===== config.mk =====
export PLATFORM = sky130hd
export DESIGN_NAME = split_txn_bridge
export DESIGN_NICKNAME = d
export VERILOG_FILES = /design/src/rtl/spx_pkg.sv /design/src/rtl/req_beat_fifo.sv /design/src/rtl/stb_req_fsm.sv /design/src/rtl/rsp_route_fsm.sv /design/src/rtl/split_txn_bridge.sv
export SDC_FILE = /design/constraint.sdc
export NUM_CORES = 1
export LEC_CHECK = 0
export BUFFER_PORTS_ARGS = -buffer_cell sky130_fd_sc_hd__buf_2
export CAP_MARGIN = 20
export CORE_MARGIN = 8
export CORE_UTILIZATION = 30
export DETAILED_ROUTE_END_ITERATION = 10
export GPL_TIMING_DRIVEN = 0
export MAX_ROUTING_LAYER = met4
export PLACE_DENSITY_LB_ADDON = 0.15
export REMOVE_ABC_BUFFERS = 1
export SYNTH_ARGS = -nofsm -noshare
export SYNTH_HDL_FRONTEND = slang
export SYNTH_SLANG_ARGS = --single-unit

===== constraint.sdc =====
create_clock -name clk -period 4.5 [get_ports clk]
set_clock_uncertainty 0.1 [all_clocks]
set_input_delay 0.45 -clock clk [delete_from_list [all_inputs] [get_ports clk]]
set_output_delay 0.45 -clock clk [all_outputs]
set_load 0.05 [all_outputs]

===== src/rtl/spx_pkg.sv =====
package spx_pkg;
    typedef enum logic [1:0] {RQ_IDLE, RQ_BEAT, RQ_ACKED, RQ_WAIT} rq_state_t;
    typedef enum logic [1:0] {RS_IDLE, RS_WAIT, RS_GAP} rs_state_t;
endpackage


===== src/rtl/req_beat_fifo.sv =====
module req_beat_fifo #(
    parameter int WIDTH = 8,
    parameter int DEPTH = 2
) (
    input  logic             clk,
    input  logic             rst_n,
    input  logic             push,
    input  logic [WIDTH-1:0] push_data,
    input  logic             pop,
    output logic [WIDTH-1:0] head,
    output logic             full,
    output logic             empty
);
    localparam int PTR_W = (DEPTH > 1) ? $clog2(DEPTH) : 1;
    localparam logic [PTR_W:0] DEPTH_C = (PTR_W + 1)'(DEPTH);

    logic [WIDTH-1:0] mem [DEPTH];
    logic [PTR_W-1:0] wr_ptr, rd_ptr;
    logic [PTR_W:0]   count;

    assign full  = (count == DEPTH_C);
    assign empty = (count == '0);
    assign head  = mem[rd_ptr];

    always_ff @(posedge clk) begin
        if (push) begin
            mem[wr_ptr] <= push_data;
        end
    end

    always_ff @(posedge clk) begin
        if (!rst_n) begin
            wr_ptr <= '0;
            rd_ptr <= '0;
            count  <= '0;
        end else begin
            if (push) wr_ptr <= (wr_ptr == PTR_W'(DEPTH - 1)) ? '0 : wr_ptr + 1'b1;
            if (pop)  rd_ptr <= (rd_ptr == PTR_W'(DEPTH - 1)) ? '0 : rd_ptr + 1'b1;
            unique case ({push, pop})
                2'b10:   count <= count + 1'b1;
                2'b01:   count <= count - 1'b1;
                default: count <= count;
            endcase
        end
    end

    a_r8_no_overflow: assert property (@(posedge clk) disable iff (!rst_n)
        push |-> !full);
    a_r8_count_bound: assert property (@(posedge clk) disable iff (!rst_n)
        count <= DEPTH_C);
    a_r9_head_stable: assert property (@(posedge clk) disable iff (!rst_n)
        (!empty && !pop) |=> (!empty && $stable(head)));
endmodule


===== src/rtl/stb_req_fsm.sv =====
module stb_req_fsm
    import spx_pkg::*;
#(
    parameter int ADDR_W    = 16,
    parameter int DATA_W    = 16,
    parameter int TAG_W     = 3,
    parameter int BURST_LEN = 4
) (
    input  logic                clk,
    input  logic                rst_n,
    input  logic                m_stb,
    input  logic                m_we,
    input  logic                m_burst,
    input  logic [ADDR_W-1:0]   m_addr,
    input  logic [DATA_W-1:0]   m_wdata,
    input  logic                fifo_full,
    input  logic                rsp_done,
    output logic                push,
    output logic [3+TAG_W+ADDR_W+DATA_W-1:0] push_entry,
    output logic                start,
    output logic                start_we,
    output logic                start_burst,
    output logic [TAG_W-1:0]    start_tag,
    output logic                ack
);
    localparam int CNT_W = (BURST_LEN > 2) ? $clog2(BURST_LEN) : 1;
    localparam logic [CNT_W-1:0] LAST_BEAT = CNT_W'(BURST_LEN - 1);

    rq_state_t         state_q, state_d;
    logic [CNT_W-1:0]  beat_q, beat_d;
    logic [TAG_W-1:0]  next_tag_q, next_tag_d;
    logic [TAG_W-1:0]  cur_tag_q, cur_tag_d;
    logic              more_q, more_d;
    logic              ack_q, ack_d;

    assign start_we    = m_we;
    assign start_burst = m_burst;
    assign start_tag   = next_tag_q;
    assign ack         = ack_q;

    always_ff @(posedge clk) begin
        if (!rst_n) state_q <= RQ_IDLE;
        else        state_q <= state_d;
    end

    always_ff @(posedge clk) begin
        if (!rst_n) begin
            beat_q     <= '0;
            next_tag_q <= '0;
            cur_tag_q  <= '0;
            more_q     <= 1'b0;
            ack_q      <= 1'b0;
        end else begin
            beat_q     <= beat_d;
            next_tag_q <= next_tag_d;
            cur_tag_q  <= cur_tag_d;
            more_q     <= more_d;
            ack_q      <= ack_d;
        end
    end

    always_comb begin
        state_d    = state_q;
        beat_d     = beat_q;
        next_tag_d = next_tag_q;
        cur_tag_d  = cur_tag_q;
        more_d     = more_q;
        ack_d      = 1'b0;
        push       = 1'b0;
        push_entry = '0;
        start      = 1'b0;
        unique case (state_q)
            RQ_IDLE: begin
                if (m_stb && !fifo_full) begin
                    push       = 1'b1;
                    start      = 1'b1;
                    push_entry = {1'b1, m_we, m_burst, next_tag_q, m_addr,
                                  (m_we ? m_wdata : {DATA_W{1'b0}})};
                    cur_tag_d  = next_tag_q;
                    next_tag_d = next_tag_q + 1'b1;
                    if (m_we && m_burst) begin
                        beat_d  = CNT_W'(1);
                        more_d  = 1'b1;
                        ack_d   = 1'b1;
                        state_d = RQ_ACKED;
                    end else begin
                        state_d = RQ_WAIT;
                    end
                end
            end
            RQ_ACKED: begin
                state_d = more_q ? RQ_BEAT : RQ_IDLE;
            end
            RQ_BEAT: begin
                if (m_stb && !fifo_full) begin
                    push       = 1'b1;
                    push_entry = {1'b0, 1'b1, 1'b1, cur_tag_q, {ADDR_W{1'b0}}, m_wdata};
                    if (beat_q == LAST_BEAT) begin
                        state_d = RQ_WAIT;
                    end else begin
                        beat_d  = beat_q + 1'b1;
                        ack_d   = 1'b1;
                        state_d = RQ_ACKED;
                    end
                end
            end
            RQ_WAIT: begin
                if (rsp_done) begin
                    more_d  = 1'b0;
                    state_d = RQ_ACKED;
                end
            end
            default: state_d = RQ_IDLE;
        endcase
    end

    a_r12_header_only_idle: assert property (@(posedge clk) disable iff (!rst_n)
        start |-> (state_q == RQ_IDLE));
    a_r10_quiet_after_ack: assert property (@(posedge clk) disable iff (!rst_n)
        ack_q |-> !push);
endmodule


===== src/rtl/rsp_route_fsm.sv =====
module rsp_route_fsm
    import spx_pkg::*;
#(
    parameter int DATA_W    = 16,
    parameter int TAG_W     = 3,
    parameter int BURST_LEN = 4
) (
    input  logic              clk,
    input  logic              rst_n,
    input  logic              start,
    input  logic              start_we,
    input  logic              start_burst,
    input  logic [TAG_W-1:0]  start_tag,
    input  logic              s_rsp_valid,
    input  logic [TAG_W-1:0]  s_rsp_tag,
    input  logic [DATA_W-1:0] s_rsp_data,
    output logic              s_rsp_ready,
    output logic              done,
    output logic              ack,
    output logic [DATA_W-1:0] rdata
);
    localparam int CNT_W = (BURST_LEN > 2) ? $clog2(BURST_LEN) : 1;
    localparam logic [CNT_W-1:0] LAST_BEAT = CNT_W'(BURST_LEN - 1);

    rs_state_t         state_q, state_d;
    logic [TAG_W-1:0]  exp_tag_q;
    logic              exp_we_q, exp_burst_q;
    logic [CNT_W-1:0]  cnt_q;
    logic              ack_q;
    logic [DATA_W-1:0] rdata_q;
    logic              hit, last_beat, load;

    assign hit         = (state_q == RS_WAIT) && s_rsp_valid && (s_rsp_tag == exp_tag_q);
    assign last_beat   = exp_we_q || !exp_burst_q || (cnt_q == LAST_BEAT);
    assign load        = (state_q == RS_IDLE) && start;
    assign s_rsp_ready = (state_q != RS_GAP);
    assign done        = hit && last_beat;
    assign ack         = ack_q;
    assign rdata       = rdata_q;

    always_ff @(posedge clk) begin
        if (!rst_n) state_q <= RS_IDLE;
        else        state_q <= state_d;
    end

    always_comb begin
        state_d = state_q;
        unique case (state_q)
            RS_IDLE: if (start) state_d = RS_WAIT;
            RS_WAIT: if (hit)   state_d = last_beat ? RS_IDLE : RS_GAP;
            RS_GAP:             state_d = RS_WAIT;
            default:            state_d = RS_IDLE;
        endcase
    end

    always_ff @(posedge clk) begin
        if (!rst_n) begin
            exp_tag_q   <= '0;
            exp_we_q    <= 1'b0;
            exp_burst_q <= 1'b0;
            cnt_q       <= '0;
            ack_q       <= 1'b0;
            rdata_q     <= '0;
        end else begin
            ack_q <= hit;
            if (hit) begin
                rdata_q <= s_rsp_data;
                cnt_q   <= cnt_q + 1'b1;
            end
            if (load) begin
                exp_tag_q   <= start_tag;
                exp_we_q    <= start_we;
                exp_burst_q <= start_burst;
                cnt_q       <= '0;
            end
        end
    end

    a_r7_foreign_tag_silent: assert property (@(posedge clk) disable iff (!rst_n)
        (s_rsp_valid && (s_rsp_tag != exp_tag_q)) |=> !ack_q);
    a_r7_rdata_hold: assert property (@(posedge clk) disable iff (!rst_n)
        !ack_q |-> $stable(rdata_q) || $past(hit));
    a_r5_gap_after_beat: assert property (@(posedge clk) disable iff (!rst_n)
        (ack_q && !$past(last_beat)) |-> !s_rsp_ready);
endmodule


===== src/rtl/split_txn_bridge.sv =====
module split_txn_bridge #(
    parameter int ADDR_W     = 16,
    parameter int DATA_W     = 16,
    parameter int TAG_W      = 3,
    parameter int BURST_LEN  = 4,
    parameter int FIFO_DEPTH = 2
) (
    input  logic              clk,
    input  logic              rst_n,
    input  logic              m_stb,
    input  logic              m_we,
    input  logic              m_burst,
    input  logic [ADDR_W-1:0] m_addr,
    input  logic [DATA_W-1:0] m_wdata,
    output logic              m_ack,
    output logic [DATA_W-1:0] m_rdata,
    output logic              s_req_valid,
    input  logic              s_req_ready,
    output logic              s_req_hdr,
    output logic              s_req_we,
    output logic              s_req_burst,
    output logic [TAG_W-1:0]  s_req_tag,
    output logic [ADDR_W-1:0] s_req_addr,
    output logic [DATA_W-1:0] s_req_wdata,
    input  logic              s_rsp_valid,
    output logic              s_rsp_ready,
    input  logic [TAG_W-1:0]  s_rsp_tag,
    input  logic [DATA_W-1:0] s_rsp_data
);
    localparam int ENTRY_W = 3 + TAG_W + ADDR_W + DATA_W;

    logic               push, pop, fifo_full, fifo_empty;
    logic [ENTRY_W-1:0] push_entry, head;
    logic               start, start_we, start_burst;
    logic [TAG_W-1:0]   start_tag;
    logic               rsp_done, req_ack, rsp_ack;

    stb_req_fsm #(
        .ADDR_W(ADDR_W), .DATA_W(DATA_W), .TAG_W(TAG_W), .BURST_LEN(BURST_LEN)
    ) u_req (
        .clk(clk), .rst_n(rst_n),
        .m_stb(m_stb), .m_we(m_we), .m_burst(m_burst),
        .m_addr(m_addr), .m_wdata(m_wdata),
        .fifo_full(fifo_full), .rsp_done(rsp_done),
        .push(push), .push_entry(push_entry),
        .start(start), .start_we(start_we), .start_burst(start_burst),
        .start_tag(start_tag), .ack(req_ack)
    );

    req_beat_fifo #(.WIDTH(ENTRY_W), .DEPTH(FIFO_DEPTH)) u_fifo (
        .clk(clk), .rst_n(rst_n),
        .push(push), .push_data(push_entry), .pop(pop),
        .head(head), .full(fifo_full), .empty(fifo_empty)
    );

    rsp_route_fsm #(
        .DATA_W(DATA_W), .TAG_W(TAG_W), .BURST_LEN(BURST_LEN)
    ) u_rsp (
        .clk(clk), .rst_n(rst_n),
        .start(start), .start_we(start_we), .start_burst(start_burst),
        .start_tag(start_tag),
        .s_rsp_valid(s_rsp_valid), .s_rsp_tag(s_rsp_tag), .s_rsp_data(s_rsp_data),
        .s_rsp_ready(s_rsp_ready), .done(rsp_done),
        .ack(rsp_ack), .rdata(m_rdata)
    );

    assign s_req_valid = !fifo_empty;
    assign pop         = s_req_valid && s_req_ready;
    assign {s_req_hdr, s_req_we, s_req_burst, s_req_tag, s_req_addr, s_req_wdata} = head;
    assign m_ack       = req_ack | rsp_ack;

    a_r10_ack_pulse: assert property (@(posedge clk) disable iff (!rst_n)
        m_ack |=> !m_ack);
    a_r10_single_source: assert property (@(posedge clk) disable iff (!rst_n)
        !(req_ack && rsp_ack));
    a_r9_valid_hold: assert property (@(posedge clk) disable iff (!rst_n)
        (s_req_valid && !s_req_ready) |=> s_req_valid);
    a_r9_fields_hold: assert property (@(posedge clk) disable iff (!rst_n)
        (s_req_valid && !s_req_ready) |=> ($stable(s_req_tag) && $stable(s_req_addr)
                                          && $stable(s_req_wdata) && $stable(s_req_hdr)));
endmodule


==> flow_summary.yaml, run 1 <==
global_route:
  grt-ovfl-total: 0
  grt_max_degree: 37
  grt_use_total_pct: 11.2
  use_met2_pct: 17.4
  met1_usage_pct: 12.8
  busiest_layer: "met2"
  antenna_found_initial: 0
  grt_use_met3_pct: 4.63
  grt_pass1_vias: 3256
  grt_pass1_wl_um: 16700
finish:
  layout_commonest_cell: "buf_2"
  syn_to_final_growth_pct: 30.6
  drive_gt1_share_pct: 41.5
  post-route-util_pct: 39.6
  num-nets-final: 529
  final_cell_mix: "buf_2, edfxtp_1, dfxtp_1"
sta:
  slew_headroom_pct: 52.5
  setup_slack_ps: 2210
  tightest_slew_ps: 712
  tns_ps: 0
  hold_viol: 0
  setup_viol: 0
  report.final.slew_viol_count: 0
  min_period_ps: 2290
  hold_ws_ps: 176
  rsz0062_at_grt: "false"
  fmax_mhz: 436
  period_share_pct: 50.9
yosys:
  synth-main-ff-cell: "edfxtp_1"
  yosysTopAreaCell: "edfxtp_1"
  synth_cell_type_count: 40
  syn_inst: 342
  ys_seq_area_share_pct: 66.0
  yosysWarnings: 0
  ys_top_cells_by_area: "edfxtp_1, dfxtp_1, mux2_2, and2_1, mux2i_1"
  syn_area_sq_mm: 0.00476
  synth_seq_cells: 119
  async_flop_share_pct: 0
  synthesis.area_per_instance_sq_um: 13.9
  synth_top_area_share_pct: 47.9
  synth_edf_count: 76
job:
  max_cap_violations: 0
drt:
  drt_iter0_drc: 192
  via_per_inst: 4.32
  num_vias: 3008
  drt_pass1_iterations: 4
  finalWirelength_um: 10500
  detail_route.wl_per_cell_um: 15.1
  drtAntennaViolNets: 0
  route.detailed.drc: 0
worst_hold_path:
  hold_class: "in -> reg"
clock_network:
  cts-root-buf: "clkbuf_16"
  clock_sinks: 119
  clk_pin_slew_worst_paths_ps: 50
  htreeDepth: 4
  cts_buffer_depth: 2
  ctsHoldBuffers: 0
  cts_tree: "done"
  cts_setup_buffers: 0
  cts_resized: 0
  clock_latency_ps: 410
  cts_buffers: 17
setup_path:
  endpoint_kind: "output pin"
  cpLargestDelayFamily: "flip-flops"
  path_buf_inv: 2
  crit_type: "reg -> out"
  crit_path_max_incr_delay_ps: 480
  crit_fanout: 30
  critPathLaunchType: "flip-flop"
  worstPathArrival_ps: 1740
  crit_required_ps: 3950
  worstPathCellList: "buf_12 > mux2_2 > buf_2"
  crit_slowest_cell: "dfxtp_2"
die:
  rows: 46
  design.core.area_sq_mm: 0.0157
  die_h_um: 142
  start_util_pct: 30.3
  die_area_sq_mm: 0.0202
  die_w_um: 142
  ioPinCount: 115
pwr:
  p_seq_share_pct: 36.2
  report.power.total_mw: 3.99
  power_switching_mw: 1.44
  comb_power_share_pct: 32.6
  p_per_area_mw_per_mm2: 642
  leakage_nw: 2.46
  swShare_pct: 36.0
  peakVddDrop_uv: 232
  power_frac_clock_pct: 31.1
  intPower_mw: 2.56
placed_design:
  pre_cts_slack_ps: 2230
  place.gp.congestion: 0.716
  io_buffers: 114
  dp_hpwl_um: 7140
status:
  run_status: "finished clean"
==> routing by layer <==
metal / up-vias / part of all wire [%]
met1: 1407 / 46
met3: 18 / 6.1
met4: 0 / 1.5
met2: 93 / 46
li1: 1490 / -
met5: - / 0
==> through the flow <==
step                std cells  area [sq um]
finish                    697          6220
CTS                       695          6200
detailed placement        663          5640
global route              696          6220
floorplan                 327          4690
global placement          657          5530
==> cell type report <==
| type | instances | area, sq um |
|---|---|---|
| Multi-Input combinational cell | 205 | 1540 |
| Fill cell | 1537 | 9490 |
| Clock buffer | 24 | 514 |
| Tap cell | 216 | 270 |
| Antenna cell | 1 | 2.50 |
| Clock inverter | 8 | 42.5 |
| Sequential cell | 119 | 3140 |
| Inverter | 3 | 13.8 |
| Timing Repair Buffer | 121 | 692 |
==> worst min-delay path, stage by stage <==
cell	delay, ps
buf_2	80
mux2i_1	50
nor2_1	70
==> kinds of logic after synthesis <==
| group | Yosys count | synth area share (%) |
|---|---|---|
| DFF | 119 | 66.0 |
| and+or+nand+nor | 106 | 12.4 |
| muxes | 59 | 13.4 |
| AOI/OAI and AO/OA | 26 | 3.55 |
| buffers and inverters | 18 | 1.81 |
| xor gates and xnor gates | 10 | 1.84 |
| adders and majority gates | 4 | 1.05 |
==> flip-flops by register name, indices dropped and copies added, names as in the netlist, 2 cells and up, named ones only <==
name             count
u_req.cur_tag_q      3
u_rsp.cnt_q          2
u_rsp.state_q        2
u_req.state_q        2
u_req.beat_q         2
u_fifo.mem          76
u_rsp.rdata         16
u_req.start_tag      3
u_fifo.count         2
u_rsp.exp_tag_q      3
==> power by group through the flow <==
stage	clock network, mW	registers [mW]	logic [mW]
floorplan	0	1.48	0.956
global placement	0	1.52	1.24
detailed placement	0	1.47	1.32
CTS	1.28	1.45	1.33
global route	1.34	1.47	1.39
finish	1.24	1.45	1.30
==> Yosys cell counts (3+ instances only) <==
master and count:
o311a_1 3, buf_4 3, ha_1 4, dfxtp_1 43, nand3_1 5, xor2_1 6
nor2_1 33, mux2_2 38, xnor2_1 4, nand2_1 12, edfxtp_1 76, o21ai_0 3
mux2i_1 21, a21oi_1 12, clkbuf_1 8, and2_1 35, buf_2 4, a32o_1 3
==> final timing paths <==
check	start	end	slack [ps]	cells past startpoint
worst max-delay path	flip-flop	s_req_wdata[7]	2210	3
worst min register to register	u_rsp.exp_burst_q	u_rsp.exp_burst_q	360	2
worst max register to register	u_req.state_q[0]	u_req.cur_tag_q[1]	2430	5
worst min-delay path	s_rsp_data[4]	u_rsp.rdata[4]	180	3
Power figures use the tool's default switching activity.
==> run 2, diff against run 1 <==
==> constraint.sdc (replaced) <==
create_clock -name clk -period 1.95 [get_ports clk]
set_clock_uncertainty 0.1 [all_clocks]
set_input_delay 0.195 -clock clk [delete_from_list [all_inputs] [get_ports clk]]
set_output_delay 0.195 -clock clk [all_outputs]
set_load 0.05 [all_outputs]
==> run 2 against run 1 <==
Net effect: register-to-register slack worse by 2400 ps; critical endpoint is now u_fifo.count[1]; via count up 7.0%; highest routed layer unchanged; die area unchanged.
==> flow_summary.yaml, run 2 (synthesis gave the netlist of run 1 again) <==
status:
  run_status: "finished clean"
setup_path:
  worstPathCellList: "or2_2 > and2_1 > ha_1 > or3_1 > a21oi_1"
  endpoint_kind: "flip-flop"
  crit_type: "reg -> reg"
  crit_required_ps: 2180
  worstPathArrival_ps: 2110
  critPathLaunchType: "flip-flop"
  crit_slowest_cell: "or3_1"
  crit_fanout: 5
  crit_path_max_incr_delay_ps: 370
sta:
  setup_viol: 0
  fmax_mhz: 531
  setup_slack_ps: 66.7
  min_period_ps: 1880
  report.final.slew_viol_count: 0
  tightest_slew_ps: 407
  rsz0062_at_grt: "false"
  tns_ps: 0
  period_share_pct: 96.6
  slew_headroom_pct: 72.8
  hold_viol: 0
drt:
  route.detailed.drc: 0
  drt_pass1_iterations: 4
  drt_iter0_drc: 192
  via_per_inst: 4.28
  finalWirelength_um: 11000
  detail_route.wl_per_cell_um: 14.7
  num_vias: 3220
  drtAntennaViolNets: 0
die:
  rows: 46
  die_area_sq_mm: 0.0202
  start_util_pct: 30.3
  design.core.area_sq_mm: 0.0157
  die_w_um: 142
  die_h_um: 142
  ioPinCount: 115
pwr:
  leakage_nw: 2.71
  swShare_pct: 35.7
  p_seq_share_pct: 35.4
  power_switching_mw: 3.36
  peakVddDrop_uv: 535
  comb_power_share_pct: 34.2
  power_frac_clock_pct: 30.4
  intPower_mw: 6.06
  report.power.total_mw: 9.42
  p_per_area_mw_per_mm2: 1380
clock_network:
  cts_tree: "done"
  clock_latency_ps: 410
  cts_buffer_depth: 2
  cts_buffers: 17
  htreeDepth: 4
  cts-root-buf: "clkbuf_16"
  clk_pin_slew_worst_paths_ps: 50
  clock_sinks: 119
global_route:
  antenna_found_initial: 0
  busiest_layer: "met2"
  met1_usage_pct: 13.7
  use_met2_pct: 18.3
  grt_max_degree: 37
  grt_use_total_pct: 11.8
  grt_pass1_vias: 3449
  grt_use_met3_pct: 4.63
  grt-ovfl-total: 0
  grt_pass1_wl_um: 17700
worst_hold_path:
  hold_class: "in -> reg"
placed_design:
  placed_area_sq_mm: 0.00564
  place.gp.congestion: 0.716
  pre_cts_slack_ps: -193
  dp_hpwl_um: 7140
  io_buffers: 114
finish:
  syn_to_final_growth_pct: 43.1
  layout_commonest_cell: "buf_2"
  post-route-util_pct: 43.4
  num-nets-final: 585
  largest_reg_flops: 76
  regMostFlops: "u_fifo.mem"
  final_cell_mix: "buf_2, edfxtp_1, dlygate4sd3_1"
  design_area_sq_mm: 0.00682
  drive_gt1_share_pct: 38.4
job:
  max_cap_violations: 0
[run 2: cell types whose count changed in the layout (fill, tap and decap cells not counted), sizes merged]
cell         previous run  this run
dlygate4sd3             0        51
buf                   121       126
[run 2: path summary, 6_finish.rpt]
check	from	end	slack [ps]	depth (start not counted)
min reg2reg	u_rsp.exp_burst_q	u_rsp.exp_burst_q	360	2
min	m_wdata[10]	u_fifo.mem[1][10]	30	2
max	u_fifo.count[0]	u_fifo.count[1]	70	5
max reg2reg	u_fifo.count[0]	u_fifo.count[1]	70	5
[run 2: power groups by stage]
stage | clock network [mW] | logic (mW) | registers, mW
2_1_floorplan | 0 | 2.21 | 3.42
3_3_place_gp | 0 | 2.86 | 3.51
3_5_place_dp | 0 | 3.05 | 3.40
4_1_cts | 2.96 | 3.28 | 3.34
5_1_grt | 3.09 | 3.43 | 3.37
6_report | 2.87 | 3.22 | 3.34
[run 2: layout make-up]
class	instances	area, sq um
fillers	1481	8900
flip-flops and latches	119	3150
multi-input cells	205	1550
repair buffers	177	1270
clock buffers	24	514
well taps	216	270
clock inverters	8	42.5
inverters	3	13.8
diodes	1	2.50
[run 2: worst max-delay path: cells and delay by family (launching register included)]
kind	cells	cell delay [ps]
flip-flops	1	360
adder cells (fa/ha/maj)	1	340
AND/OR/NAND/NOR	3	880
AO/OA/AOI/OAI	1	140
[run 2: metrics by stage]
step | hold slack (ps) | instances
6_report | 34.7 | 753
2_1_floorplan | 214 | 327
5_1_grt | 27.1 | 752
3_5_place_dp | 337 | 663
3_3_place_gp | 328 | 657
4_1_cts | 6.82 | 751
[run 2: routing by layer]
layer | up-vias | part of all wire, %
li1 | 1601 | -
met1 | 1503 | 46
met2 | 100 | 47
met3 | 16 | 6.1
met4 | 0 | 1.3
met5 | - | 0
[run 2: repair_timing]
| action | 4_1_cts | 5_1_grt |
|---|---|---|
| gates cloned | 1 | 0 |
| resized for setup | 4 | 2 |
| hold endpoints to repair | 84 | 0 |
| endpoints found under the setup margin | 84 | 59 |
| setup buffers | 4 | 0 |
| pin swaps | 2 | 0 |
| hold buffers | 51 | 0 |
